**config.mk**
```make
export PLATFORM = sky130hd
export DESIGN_NAME = rom_burst_source
export DESIGN_NICKNAME = d
export VERILOG_FILES = /design/src/rtl/rom_burst_pkg.sv /design/src/rtl/rom_burst_image.sv /design/src/rtl/rom_burst_seq.sv /design/src/rtl/rom_burst_trace.sv /design/src/rtl/rom_burst_source.sv
export SDC_FILE = /design/constraint.sdc
export NUM_CORES = 1
export LEC_CHECK = 0
export ABC_AREA = 1
export BUFFER_PORTS_ARGS = -buffer_cell sky130_fd_sc_hd__clkbuf_2
export CAP_MARGIN = 0
export CORE_AREA = 3 3 131 133
export CTS_CLUSTER_DIAMETER = 80
export DETAILED_ROUTE_END_ITERATION = 16
export DIE_AREA = 0 0 134 136
export PLACE_DENSITY = 0.59
export SETUP_SLACK_MARGIN = 0.5
export SLEW_MARGIN = 20
export SYNTH_ARGS = -nofsm -noshare
export SYNTH_HDL_FRONTEND = slang
export SYNTH_SLANG_ARGS = --single-unit
export TNS_END_PERCENT = 1
```
**constraint.sdc**
```tcl
create_clock -name clk -period 4.58 [get_ports clk]
set_input_delay 0.687 -clock clk [delete_from_list [all_inputs] [get_ports clk]]
set_output_delay 0.687 -clock clk [all_outputs]
set_load 0.005 [all_outputs]
```
**src/rtl/rom_burst_pkg.sv**
```systemverilog
package rom_burst_pkg;

    localparam int WORD_W = 32;
    localparam int ARG_W  = 64;
    localparam int FLAG_W = 32;
    localparam int UNIT_W = 8;

    localparam logic [UNIT_W-1:0] UNIT_BUSIF = 8'h03;

    typedef enum logic [3:0] {
        EVK_NONE  = 4'd0,
        EVK_START = 4'd1,
        EVK_BEAT  = 4'd2,
        EVK_DONE  = 4'd3
    } evk_e;

    typedef enum logic [1:0] {
        ST_IDLE = 2'd0,
        ST_RUN  = 2'd1,
        ST_FIN  = 2'd2
    } seq_st_e;

    // Step indications from the sequencer to the trace builder
    typedef struct packed {
        logic accept_go;
        logic beat;
        logic beat_last;
        logic fin;
    } seq_evt_t;

    typedef struct packed {
        logic              valid;
        logic [UNIT_W-1:0] unit;
        evk_e              kind;
        logic [ARG_W-1:0]  a0;
        logic [ARG_W-1:0]  a1;
        logic [ARG_W-1:0]  a2;
        logic [ARG_W-1:0]  a3;
        logic [FLAG_W-1:0] flags;
    } trace_rec_t;

    // Boot stub content: four head words, then a repeating return pair
    function automatic logic [WORD_W-1:0] image_word(input int unsigned idx);
        logic [WORD_W-1:0] w;
        case (idx)
            0:       w = 32'h401A7000;
            1:       w = 32'h275A0004;
            2:       w = 32'h03400008;
            3:       w = 32'h42000010;
            default: w = idx[0] ? 32'h00000000 : 32'h03E00008;
        endcase
        return w;
    endfunction

endpackage

```
**src/rtl/rom_burst_image.sv**
```systemverilog
module rom_burst_image
    import rom_burst_pkg::*;
#(
    parameter int IMG_WORDS = 96,
    parameter int IDX_W     = 7
) (
    input  logic [IDX_W-1:0]  idx_i,
    output logic [WORD_W-1:0] word_o
);

    logic [WORD_W-1:0] rom [IMG_WORDS];

    for (genvar g = 0; g < IMG_WORDS; g++) begin : g_rom
        assign rom[g] = image_word(g);
    end

    always_comb begin
        word_o = '0;
        if (int'(idx_i) < IMG_WORDS) begin
            word_o = rom[idx_i];
        end
    end

endmodule

```
**src/rtl/rom_burst_seq.sv**
```systemverilog
module rom_burst_seq
    import rom_burst_pkg::*;
#(
    parameter int IMG_WORDS = 96,
    parameter int IDX_W     = 7
) (
    input  logic             clk,
    input  logic             rst,
    input  logic             start_i,
    input  logic             ready_i,
    output logic             valid_o,
    output logic             last_o,
    output logic             busy_o,
    output logic             done_o,
    output logic [IDX_W-1:0] idx_o,
    output seq_evt_t         evt_o
);

    localparam logic [IDX_W-1:0] LAST_IDX = IDX_W'(IMG_WORDS - 1);

    seq_st_e          state_q;
    logic [IDX_W-1:0] idx_q;
    logic             done_q;
    logic             at_last;

    assign at_last = (idx_q == LAST_IDX);

    always_comb begin
        evt_o.accept_go = (state_q == ST_IDLE) && start_i;
        evt_o.beat      = (state_q == ST_RUN) && ready_i;
        evt_o.beat_last = (state_q == ST_RUN) && ready_i && at_last;
        evt_o.fin       = (state_q == ST_FIN);
    end

    always_ff @(posedge clk) begin
        if (rst) begin
            state_q <= ST_IDLE;
            idx_q   <= '0;
            done_q  <= 1'b0;
        end else begin
            case (state_q)
                ST_IDLE: begin
                    if (start_i) begin
                        state_q <= ST_RUN;
                        idx_q   <= '0;
                        done_q  <= 1'b0;
                    end
                end
                ST_RUN: begin
                    if (ready_i) begin
                        if (at_last) begin
                            state_q <= ST_FIN;
                            done_q  <= 1'b1;
                        end else begin
                            idx_q <= idx_q + 1'b1;
                        end
                    end
                end
                ST_FIN:  state_q <= ST_IDLE;
                default: state_q <= ST_IDLE;
            endcase
        end
    end

    assign valid_o = (state_q == ST_RUN);
    assign busy_o  = (state_q == ST_RUN);
    assign last_o  = (state_q == ST_RUN) && at_last;
    assign done_o  = done_q;
    assign idx_o   = idx_q;


    busy_done_mutex_chk: assert property (@(posedge clk) disable iff (rst)
        !(busy_o && done_o));


    last_accept_chk: assert property (@(posedge clk) disable iff (rst)
        evt_o.beat_last |=> (done_o && !busy_o));


    go_while_busy_chk: assert property (@(posedge clk) disable iff (rst)
        (busy_o && start_i && !ready_i) |=> (busy_o && $stable(idx_o)));


    go_at_fin_chk: assert property (@(posedge clk) disable iff (rst)
        (evt_o.fin && start_i) |=> (!busy_o && done_o));

endmodule

```
**src/rtl/rom_burst_trace.sv**
```systemverilog
module rom_burst_trace
    import rom_burst_pkg::*;
#(
    parameter int          IMG_WORDS = 96,
    parameter int          IDX_W     = 7,
    parameter logic [7:0]  MASTER_ID = 8'd6
) (
    input  logic              clk,
    input  logic              rst,
    input  seq_evt_t          evt_i,
    input  logic [IDX_W-1:0]  idx_i,
    input  logic [WORD_W-1:0] word_i,
    output trace_rec_t        rec_o
);

    localparam logic [FLAG_W-1:0] FLAGS  = FLAG_W'(MASTER_ID);
    localparam logic [ARG_W-1:0]  LENGTH = ARG_W'(IMG_WORDS);

    trace_rec_t rec_d;
    trace_rec_t rec_q;

    always_comb begin
        rec_d = '0;
        if (evt_i.accept_go) begin
            rec_d.valid = 1'b1;
            rec_d.kind  = EVK_START;
            rec_d.a0    = LENGTH;
        end else if (evt_i.beat) begin
            rec_d.valid = 1'b1;
            rec_d.kind  = EVK_BEAT;
            rec_d.a0    = ARG_W'(idx_i);
            rec_d.a1    = ARG_W'(word_i);
            rec_d.a2    = ARG_W'(evt_i.beat_last);
        end else if (evt_i.fin) begin
            rec_d.valid = 1'b1;
            rec_d.kind  = EVK_DONE;
            rec_d.a0    = LENGTH;
        end
        if (rec_d.valid) begin
            rec_d.unit  = UNIT_BUSIF;
            rec_d.flags = FLAGS;
        end
    end

    always_ff @(posedge clk) begin
        if (rst) begin
            rec_q <= '0;
        end else begin
            rec_q <= rec_d;
        end
    end

    assign rec_o = rec_q;


    start_rec_chk: assert property (@(posedge clk) disable iff (rst)
        evt_i.accept_go |=> (rec_o.valid && rec_o.kind == EVK_START));


    done_rec_chk: assert property (@(posedge clk) disable iff (rst)
        evt_i.fin |=> (rec_o.valid && rec_o.kind == EVK_DONE));

endmodule

```
**src/rtl/rom_burst_source.sv**
```systemverilog
module rom_burst_source
    import rom_burst_pkg::*;
#(
    parameter int         IMG_WORDS = 96,
    parameter logic [7:0] MASTER_ID = 8'd6
) (
    input  logic        clk,
    input  logic        rst,
    input  logic        start_i,
    input  logic        st_ready_i,
    output logic        st_valid_o,
    output logic [31:0] st_data_o,
    output logic        st_last_o,
    output logic        busy_o,
    output logic        done_o,
    output logic        trc_valid_o,
    output logic [7:0]  trc_unit_o,
    output logic [3:0]  trc_kind_o,
    output logic [63:0] trc_arg0_o,
    output logic [63:0] trc_arg1_o,
    output logic [63:0] trc_arg2_o,
    output logic [63:0] trc_arg3_o,
    output logic [31:0] trc_flags_o
);

    localparam int IDX_W = (IMG_WORDS > 1) ? $clog2(IMG_WORDS) : 1;

    logic [IDX_W-1:0]  idx;
    logic [WORD_W-1:0] word;
    seq_evt_t          evt;
    trace_rec_t        rec;

    rom_burst_seq #(.IMG_WORDS(IMG_WORDS), .IDX_W(IDX_W)) u_seq (
        .clk     (clk),
        .rst     (rst),
        .start_i (start_i),
        .ready_i (st_ready_i),
        .valid_o (st_valid_o),
        .last_o  (st_last_o),
        .busy_o  (busy_o),
        .done_o  (done_o),
        .idx_o   (idx),
        .evt_o   (evt)
    );

    rom_burst_image #(.IMG_WORDS(IMG_WORDS), .IDX_W(IDX_W)) u_image (
        .idx_i  (idx),
        .word_o (word)
    );

    rom_burst_trace #(.IMG_WORDS(IMG_WORDS), .IDX_W(IDX_W), .MASTER_ID(MASTER_ID)) u_trace (
        .clk    (clk),
        .rst    (rst),
        .evt_i  (evt),
        .idx_i  (idx),
        .word_i (word),
        .rec_o  (rec)
    );

    assign st_data_o   = word;
    assign trc_valid_o = rec.valid;
    assign trc_unit_o  = rec.unit;
    assign trc_kind_o  = rec.kind;
    assign trc_arg0_o  = rec.a0;
    assign trc_arg1_o  = rec.a1;
    assign trc_arg2_o  = rec.a2;
    assign trc_arg3_o  = rec.a3;
    assign trc_flags_o = rec.flags;


    hold_on_stall_chk: assert property (@(posedge clk) disable iff (rst)
        (st_valid_o && !st_ready_i) |=> (st_valid_o && $stable(st_data_o) && $stable(st_last_o)));


    last_needs_valid_chk: assert property (@(posedge clk) disable iff (rst)
        st_last_o |-> st_valid_o);


    beat_rec_chk: assert property (@(posedge clk) disable iff (rst)
        (st_valid_o && st_ready_i) |=> (trc_valid_o && trc_kind_o == 4'd2));


    busy_rise_chk: assert property (@(posedge clk) disable iff (rst)
        $rose(busy_o) |-> $past(start_i));

endmodule

```
==> flow_summary.ini <==
[routing]
routed_wl_um = 5740
drt_iter0_drc = 104
viasPerCell = 2.72
routedWlPerCell_um = 7.85
route.detailed.drc = 0
ant_nets = 0
firstDrtPassIters = 4
vias = 1986

[power_and_ir_drop]
netSwitchingPower_mw = 0.214
ir_drop_v = 0.000139
intPower_mw = 0.504
power.total_mw = 0.718
pwr-share-seq = 0.379
cellPowerDensity_mw_per_mm2 = 235
p_leak_nw = 1.85
p_clk_frac = 0.458
combPwrFrac = 0.163
switching_share = 0.298

[global_route]
grt_pass1_wl_um = 6750
grt_max_degree = 20
first_global_vias = 1343
track_usage = 0.0467
grt-ovfl-total = 0
antenna_found_initial = 0

[clocking]
clk_latency_ns = 0.28
path_clk_slew_ns = 0.05
ctsHoldBuffers = 0
post_cts_resized = 0
cts_setup_buffers = 0
root_buffer = clkbuf_16
ctsHtreeMaxLevel = 2
cts_buffers = 5
cts_buffer_depth = 2
cts_num_sinks = 30
cts_tree = yes

[yosys]
synth_flop_cell = dfxtp_1
synth_top_area_cell = buf_4
synthTopCellsByCount = buf_4 (305), nand2_1 (33), dfxtp_1 (30)
synth.most_common_cell = buf_4
syn_avg_cell_area_sq_um = 7.60
synth_seq_cells = 30
yosysTopAreaCellShare = 0.635
netlist_area_sq_mm = 0.00361
yosysWarningCount = 0
synthTopCellsByArea = buf_4 (63%), dfxtp_1 (17%), nand2_1 (3.4%)
synthCells = 475
ys_seq_area_frac = 0.166
synth_edf_count = 0
synthDistinctLibCells = 23
ys_async_sr_fraction = 0

[cells_and_area]
fillers = 1852
diodes = 0
stdcell_count = 731
area_growth_pct = -15.2
drive_above_1_share = 0.146
nets = 524

[setup_path]
required_ns = 3.89
critical_path_arrival_ns = 1.88
worstSetupPathType = flop to output port
critPathLaunchType = flop
worst_path_largest_cell_delay_ns = 0.45
critPathCaptureType = output port
cp_slowest_cell = dfxtp_1
r2r_setup_slack_ns = 3.06
cp_max_fo = 8
path_cells = inv_1 > ha_1 > inv_1 > nand2_1 > nand2_1 > a21oi_1 > clkbuf_2
r2r_cells = 6

[worst_hold_path]
hp-class = flop to flop
whs_path_depth = 2

[floorplanning]
core_area_sq_mm = 0.0159
initial_utilization = 0.226
std_cell_rows = 46
die-area_sq_mm = 0.0182
dieHeight_um = 136
die_w_um = 134
io_pins = 341

[timing]
fin_ws_ns = 2.01
fin_skew_ns = 0.0102
layout_min_cycle_time_ns = 2.57
setup_violations = 0
setup-tns-final_ns = 0
slew_violations = 0
final_hold_viol_count = 0
whs_ns = 0.471
max_freq_mhz = 390
min_period_over_period = 0.560
rsz0062_at_grt = false

[placement]
dpl_worst_slack_ns = 2.29
gp_congestion = 0.766
dpl.hpwl_um = 4980
dpl.cell_count = 723
port_buffers = 56

[flow_run]
drv_cap = 0

[status]
outcome = complete, no violations
critical path: cells and delay by family (launching register included):
family | cells | cell delay, ns
flip-flops | 1 | 0.45
buffers and inverters | 3 | 0.39
adder cells (fa/ha/maj) | 1 | 0.33
AND/OR/NAND/NOR | 2 | 0.19
AO/OA/AOI/OAI | 1 | 0.24
placed cells by master (no fill, tap or decap), drive strengths merged:
master    instances
nand4             5
clkinvlp          1
a21oi             7
inv              27
nand2            36
nor2             24
clkbuf           62
nor3              7
a211oi            1
clkinv            1
nand3            18
dfxtp            30
a31oi             1
nor4              1
o21ai             4
ha                6
conb            284
through the flow:
step	util	cell area, sq um
finish	0.192	3060
floorplan	-	4670
CTS	0.192	3060
global route	0.192	3060
global placement	0.182	2910
detailed placement	0.182	2910
cells by family (layout without fill, tap and decap cells):
group | count (synthesis) | in the layout | share of synthesized area
buffers and inverters | 334 | 91 | 0.669
adders and majority gates | 6 | 6 | 0.0208
DFF | 30 | 30 | 0.166
other | 1 | 284 | 0.00104
and+or+nand+nor | 91 | 91 | 0.123
AOI/OAI and AO/OA | 13 | 13 | 0.0201
layout make-up:
class                   count  area [sq um]  area share
multi-input cells         394          1660       0.541
flip-flops and latches     30           601       0.196
repair buffers             56           280      0.0916
well taps                 216           270      0.0883
clock buffers               6           139      0.0454
inverters                  27           101      0.0331
clock inverters             2          12.5     0.00409
metal layers:
metal / GRT usage / part of all wire
met4: 0.0234 / 0.014
met1: 0.0477 / 0.29
met5: 0 / 0
met3: 0.0137 / 0.14
met2: 0.0865 / 0.55
registers in the layout (all words and copies together), names as in the netlist:
| name | cells |
|---|---|
| u_seq.state_q | 2 |
| u_seq.done_o | 1 |
| u_seq.idx_o | 7 |
| u_trace.rec_o | 20 |
path summary, 6_finish.rpt:
path / start / end
max: u_seq.idx_o[0] / st_data_o[24]
max reg2reg: u_seq.idx_o[0] / u_trace.rec_o[184]
min reg2reg: u_seq.done_o / u_seq.done_o
min: u_seq.done_o / u_seq.done_o
power by group through the flow:
| stage | sequential, mW | clock, mW | combinational [mW] |
|---|---|---|---|
| 6_report | 0.272 | 0.329 | 0.117 |
| 5_1_grt | 0.273 | 0.350 | 0.136 |
| 4_1_cts | 0.272 | 0.338 | 0.110 |
| 3_5_place_dp | 0.277 | 0 | 0.110 |
| 3_3_place_gp | 0.277 | 0 | 0.110 |
| 2_1_floorplan | 0.277 | 0 | 0.272 |
(Power assumes the default switching activity.)
